## config.mk

```make
export PLATFORM = sky130hd
export DESIGN_NAME = vec_addr_gen
export DESIGN_NICKNAME = d
export VERILOG_FILES = /design/src/rtl/vec_addr_gen.sv
export SDC_FILE = /design/constraint.sdc
export NUM_CORES = 1
export LEC_CHECK = 0
export BUFFER_PORTS_ARGS = -buffer_cell sky130_fd_sc_hd__buf_2
export CAP_MARGIN = 20
export CORE_AREA = 2 2 141 143
export CTS_CLUSTER_SIZE = 12
export DETAILED_ROUTE_END_ITERATION = 8
export DIE_AREA = 0 0 143 145
export GPL_ROUTABILITY_DRIVEN = 0
export PLACE_DENSITY = 0.81
export SYNTH_ARGS = -nofsm -noshare
export SYNTH_HDL_FRONTEND = slang
export SYNTH_SLANG_ARGS = --single-unit
```

## constraint.sdc

```tcl
create_clock -name clk -period 3.7 [get_ports clk]
set_input_delay 0.185 -clock clk [delete_from_list [all_inputs] [get_ports clk]]
set_output_delay 0.185 -clock clk [all_outputs]
set_load 0.02 [all_outputs]
```

## src/rtl/vec_addr_gen.sv

```systemverilog
module vec_addr_gen #(
  parameter int AW   = 32,
  parameter int VLW  = 7,
  parameter int TAGW = 6
) (
  input  logic            clk,
  input  logic            rst_n,
  input  logic            start,
  input  logic [1:0]      mode,
  input  logic [1:0]      esize,
  input  logic [AW-1:0]   base,
  input  logic [AW-1:0]   stride,
  input  logic [VLW-1:0]  vlen,
  input  logic [AW-1:0]   incr,
  input  logic            idx_valid,
  input  logic [AW-1:0]   idx_data,
  output logic            idx_ready,
  output logic            out_valid,
  input  logic            out_ready,
  output logic [AW-1:0]   out_addr,
  output logic [TAGW-1:0] out_tag,
  output logic            out_done,
  output logic [AW-1:0]   new_base,
  output logic            busy
);

  localparam logic [1:0] M_UNIT = 2'd0;

  logic           busy_q, idxm_q;
  logic [AW-1:0]  base_q, step_q, incr_q, cur_q;
  logic [VLW-1:0] cnt_q, last_q;
  logic           fire, at_last;

  assign at_last   = (cnt_q == last_q);
  assign out_valid = busy_q && (!idxm_q || idx_valid);
  assign fire      = out_valid && out_ready;
  assign idx_ready = busy_q && idxm_q && idx_valid && out_ready;
  assign out_addr  = idxm_q ? (base_q + idx_data) : cur_q;
  assign out_tag   = cnt_q[TAGW-1:0];
  assign out_done  = out_valid && at_last;
  assign new_base  = base_q + incr_q;
  assign busy      = busy_q;

  always_ff @(posedge clk) begin
    if (!rst_n) begin
      busy_q <= 1'b0;
      idxm_q <= 1'b0;
      base_q <= '0;
      step_q <= '0;
      incr_q <= '0;
      cur_q  <= '0;
      cnt_q  <= '0;
      last_q <= '0;
    end else if (!busy_q) begin
      if (start && vlen != '0) begin
        busy_q <= 1'b1;
        idxm_q <= mode[1];
        base_q <= base;
        cur_q  <= base;
        step_q <= (mode == M_UNIT) ? (AW'(1) << esize) : stride;
        incr_q <= incr;
        cnt_q  <= '0;
        last_q <= vlen - 1'b1;
      end
    end else if (fire) begin
      cur_q <= cur_q + step_q;
      cnt_q <= cnt_q + 1'b1;
      if (at_last) busy_q <= 1'b0;
    end
  end

  a_r1_valid_only_busy: assert property (@(posedge clk) disable iff (!rst_n)
    out_valid |-> busy);

  a_r6_stall_hold: assert property (@(posedge clk) disable iff (!rst_n)
    (out_valid && !out_ready && !idxm_q) |=> (out_valid && $stable(out_addr) && $stable(out_tag)));

  a_r5_tag_advance: assert property (@(posedge clk) disable iff (!rst_n)
    (fire && !out_done) |=> (out_tag == $past(out_tag) + 1'b1));

  a_r10_idle_after_last: assert property (@(posedge clk) disable iff (!rst_n)
    (fire && out_done) |=> !busy);

  a_r8_base_kept: assert property (@(posedge clk) disable iff (!rst_n)
    (busy && !(fire && out_done)) |=> $stable(new_base));

  a_r9_empty_ignored: assert property (@(posedge clk) disable iff (!rst_n)
    (!busy && start && vlen == '0) |=> !busy);

endmodule

```

Word-level counts from Yosys, hierarchy flattened. Index checks and enable logic that the tools add are counted.

Bits of input ports: 144. Output and inout bits: 74. Logic and storage cells: 43. Register bits after elaboration: 144.

Shifts and indexed selects: 1. Mux-type cells: 12. $add $sub $neg: 5. Bitwise operators: 1. Equal/unequal tests: 2. Reductions and logical operators: 14.

Operators with widths (count): $mux 32 (5); $add 32x32->32 (3); $shl 1x2->32 const A (1); $mux 7 (3); $add 7x1->7 const B (1); $eq 7x7->1 (1); $logic_and 1x1->1 (7); $reduce_bool 7->1 (1); $sub 7x1->7 const B (1); $mux 1 (4); $reduce_and 2->1 (2); $logic_not 2->1 (1); $ne 2x1->1 const B (1); $reduce_bool 2->1 (1); $logic_not 1->1 (1); $logic_or 1x1->1 (1); $not 1->1 (1).

Logic depth before layout (Yosys ltp).
Depth after elaboration: 6. Mapped depth: 10. Depth with buffers taken out: 10.

Least setup slack after synthesis. OpenSTA, ideal clock, no wires.

Kind: register to output. Start: register base_q[1]. End: output out_addr[23]. Data required time: 3.515 ns. Path slack: 0.956 ns. Cell stages (with the launch flop): 10. Data arrival time: 2.559 ns. Path buffers: 0. Path through: dfxtp_1 > ha_1 > a211oi_1 > o21a_1 > nand4bb_1 > a21oi_1 > o31a_1 > o21a_1 > o21a_1 > o31ai_1.

Word-level cells in the longest chain between the ends: 2.

RTL lines: start: declaration (line 30) `logic [AW-1:0] base_q, step_q, incr_q, cur_q;`; start signal: assignment (line 58) `base_q <= base;`; $add 32x32->32 (line 38) `assign out_addr = idxm_q ? (base_q + idx_data) : cur_q;`; $mux 32 (line 38); end: declaration (line 20) `output logic [AW-1:0] out_addr,`.

Every way passes these cells.

Worst setup path after layout.
Start: register base_q[0]. End: output out_addr[28].

The elaborated chain is that of the path after synthesis.

==> results.md <==
- Total of max-cap violations: 0
- Tightest Pin Transition: 896 ps
- Slew Limit Fails: 0
- Fill cell count: 1566
- Reg-to-reg startpoint: cur_q[0]
- Initial DRC count: 781
- Area taken by multi-input logic gates: 7480 um2
- Switch share: 0.362
- Core area: 19200 um2
- CP max FO: 4
- Initial antenna violation count: 8
- Post-Synth XOR/XNOR Area: 0.0686
- Fmax: 282 MHz
- Crit path kind: reg2out
- Lkg Pwr: 6.06 nW
- Gate power share: 0.302
- Clock group share of total power: 0.341
- Tightest Hold Check Type: in2reg
- # DRC: 0
- Min-delay src: base[21]
- Tmin final: 3540 ps
- Critical Path RT: 3510 ps
- Setup violators final: 0
- Synth Area in Adders: 0.118
- CP Capture Type: primary output
- First-pass GRT wire length: 51.9 mm
- Slowest stage delay, CP: 450 ps
- YS warnings: 0
- GR Overflow Total: 0
- TritonCTS clock tree: yes
- CTS Buf Count: 17
- Peak supply drop: 0.316 mV
- Syn nets: 1601
- Fraction of layout cells with a size suffix above 1: 0.196
- Slew HR: 0.403
- Number of global-route vias before repair: 10643
- Pin count of the biggest net entering global routing: 76
- Clock tree buffer depth: 2
- Clock Pin Slew Worst Setup and Hold Paths: 70 ps
- Tcrit/Tclk final: 0.958
- P_int: 3.16 mW
- Seq cells post-synth: 144
- Post-synth top flop: dfxtp_1
- Simple-gate share of the synthesized area: 0.186
- Global Route Usage Sum: 0.312
- Largest family of logic cells by synthesized area: compound AO/OA/AOI/OAI gates
- Worst setup SP type: register
- Mux contribution to synthesized area: 0.0355
- Clock Skews: 16.5 ps
- Hold Path End: base_q[21]
- Row count: 51
- Synth cell types: 79
- Hold Path Cell Cnt: 3
- Clock root buffer: clkbuf_16
- Clk Latency, worst-skew pair: 440 ps
- Mapped Area: 10700 um2
- Nets: 1838
- Syn-to-layout area delta: 22.6%
- Wire length per cell: 17.6 um
- Final hold vios: 0
- Reg2Reg Depth: 10
- Arrival @ worst endpoint: 3360 ps
- Die X: 143 um
- IO buf count: 217
- Most frequent cells in the layout: 217 x buf_2, 209 x nand2_1, 154 x a21oi_1, 142 x dfxtp_1, 96 x ha_1
- CTS Sinks: 144
- DR pass1 iterations: 5
- Vias per cell: 5.98
- Critical-path cell list: ha_1 -> fa_1 -> a211oi_2 -> o21ai_1 -> o2bb2ai_1 -> a21oi_2 -> buf_4 -> nand2_1 -> a21bo_2 -> xor2_1 -> mux2_2 -> buf_2
- Reg2Reg Setup Slack: 670 ps
- Synth async-reset ratio: 0
- Pwr dens: 377 nW/um2
- Num ports: 218
- Register area: 2890 um2
- Dpl hpwl: 24.4 mm
- Mapped Avg Cell Area: 7.90 um2
- Reg2reg end: cur_q[30]
- Critical-path top delay cell: fa_1
- Die area: 20700 um2
- DR vias: 11240
- Drt total wl: 33.1 mm
- Sw Pwr: 1.79 mW
- Post-synth EDFFs: 0
- Register area share after synthesis: 0.269
- Reg power frac: 0.357
- Status: complete, no violations
- Compound-Gate Fraction of Synth Area: 0.289
- Commonest non-fill, non-tap cell in the layout: buf_2
- Mapped Cells: 1358
- H-Tree Depth: 4
- Pwr Total: 4.95 mW
- Die span in y: 145 um
- Core Util, Final: 0.684
- Antenna viol nets, final: 0
- Initial Util: 0.558
-- power groups by stage --
stage / Sequential (mW) / Clock (mW) / Combinational [mW]
4_1_cts: 1.76 / 1.71 / 1.47
6_report: 1.77 / 1.69 / 1.50
3_5_place_dp: 1.80 / 0 / 1.41
5_1_grt: 1.78 / 1.78 / 1.63
2_1_floorplan: 1.76 / 0 / 1.01
3_3_place_gp: 1.79 / 0 / 1.39
-- synthesized netlist by cell type (all sizes together), types with 28 or more instances --
| library cell | instances | area share |
|---|---|---|
| o21ai | 76 | 0.036 |
| nor2 | 94 | 0.033 |
| xnor2 | 53 | 0.043 |
| xor2 | 31 | 0.025 |
| clkbuf | 60 | 0.021 |
| a22o | 28 | 0.023 |
| nand2 | 209 | 0.073 |
| a211oi | 43 | 0.033 |
| ha | 96 | 0.11 |
| a21oi | 158 | 0.075 |
| dfxtp | 144 | 0.27 |
| a21o | 42 | 0.030 |
-- worst max path at each step --
stage | from | endpoint | slack (ps) | cells after the start
after floorplan | base_q[1] | out_addr[23] | 960 | 9
after global placement | base_q[0] | out_addr[24] | 680 | 11
after detailed placement | base_q[0] | out_addr[24] | 560 | 11
after CTS | base_q[0] | out_addr[24] | 80 | 11
after global routing | base_q[0] | out_addr[28] | -30 | 12
final | base_q[0] | out_addr[28] | 160 | 12
-- routing by layer --
layer,global-route usage,vias up,part of all wire
met2,0.527,431,0.48
met4,0.116,2,0.030
li1,-,5479,-
met3,0.0686,72,0.070
met5,0,-,0.00021
met1,0.384,5256,0.42
-- sequential cells by signal (all words and copies together) (netlist names) --
register and count:
busy 1, cnt_q 7, last_q 7, step_q 32
base_q 32, cur_q 32, idxm_q 1, incr_q 32
-- worst max-delay path, delay by kind of cell, from the launching register on --
family,cells,cell delay [ps]
XOR/XNOR,1,150
AO/OA/AOI/OAI,5,1080
flip-flops,1,330
adder cells (fa/ha/maj),2,680
multiplexers,1,290
AND/OR/NAND/NOR,1,60
buffers and inverters,2,330
-- logic make-up (layout without fill, tap and decap cells) --
group                    Yosys count  count (layout)
AO/OA/AOI/OAI                    460             460
AND/OR/NAND/NOR                  441             441
flip-flops                       144             144
adder cells (fa/ha/maj)           99              99
buffers and inverters             94             344
XOR/XNOR                          84              84
multiplexers                      36              36
other                              0               8
-- cell type report --
type,count,share of cell area
Sequential cell,144,0.220
Clock buffer,17,0.0324
Antenna cell,8,0.00152
Clock inverter,15,0.0104
Timing Repair Buffer,289,0.135
Inverter,23,0.00666
Multi-Input combinational cell,1120,0.569
Tap cell,265,0.0252
-- through the flow --
stage	setup TNS, ps	cells	hold WS, ps	setup slack, ps	cell area, um2
after detailed placement	0	1781	404	556	11900
after global placement	0	1781	398	682	11900
final	0	1881	17.6	157	13100
after CTS	0	1871	3.65	76.5	13100
after floorplan	0	1358	281	956	10700
after global routing	-76.2	1880	7.79	-30.1	13100
-- timing repair --
action	4_1_cts	5_1_grt
endpoints found under the hold margin	58	1
resized for setup	0	4
setup endpoints to repair	0	11
hold buffers	58	1
buffers inserted	0	1
Power figures use the tool's default switching activity.
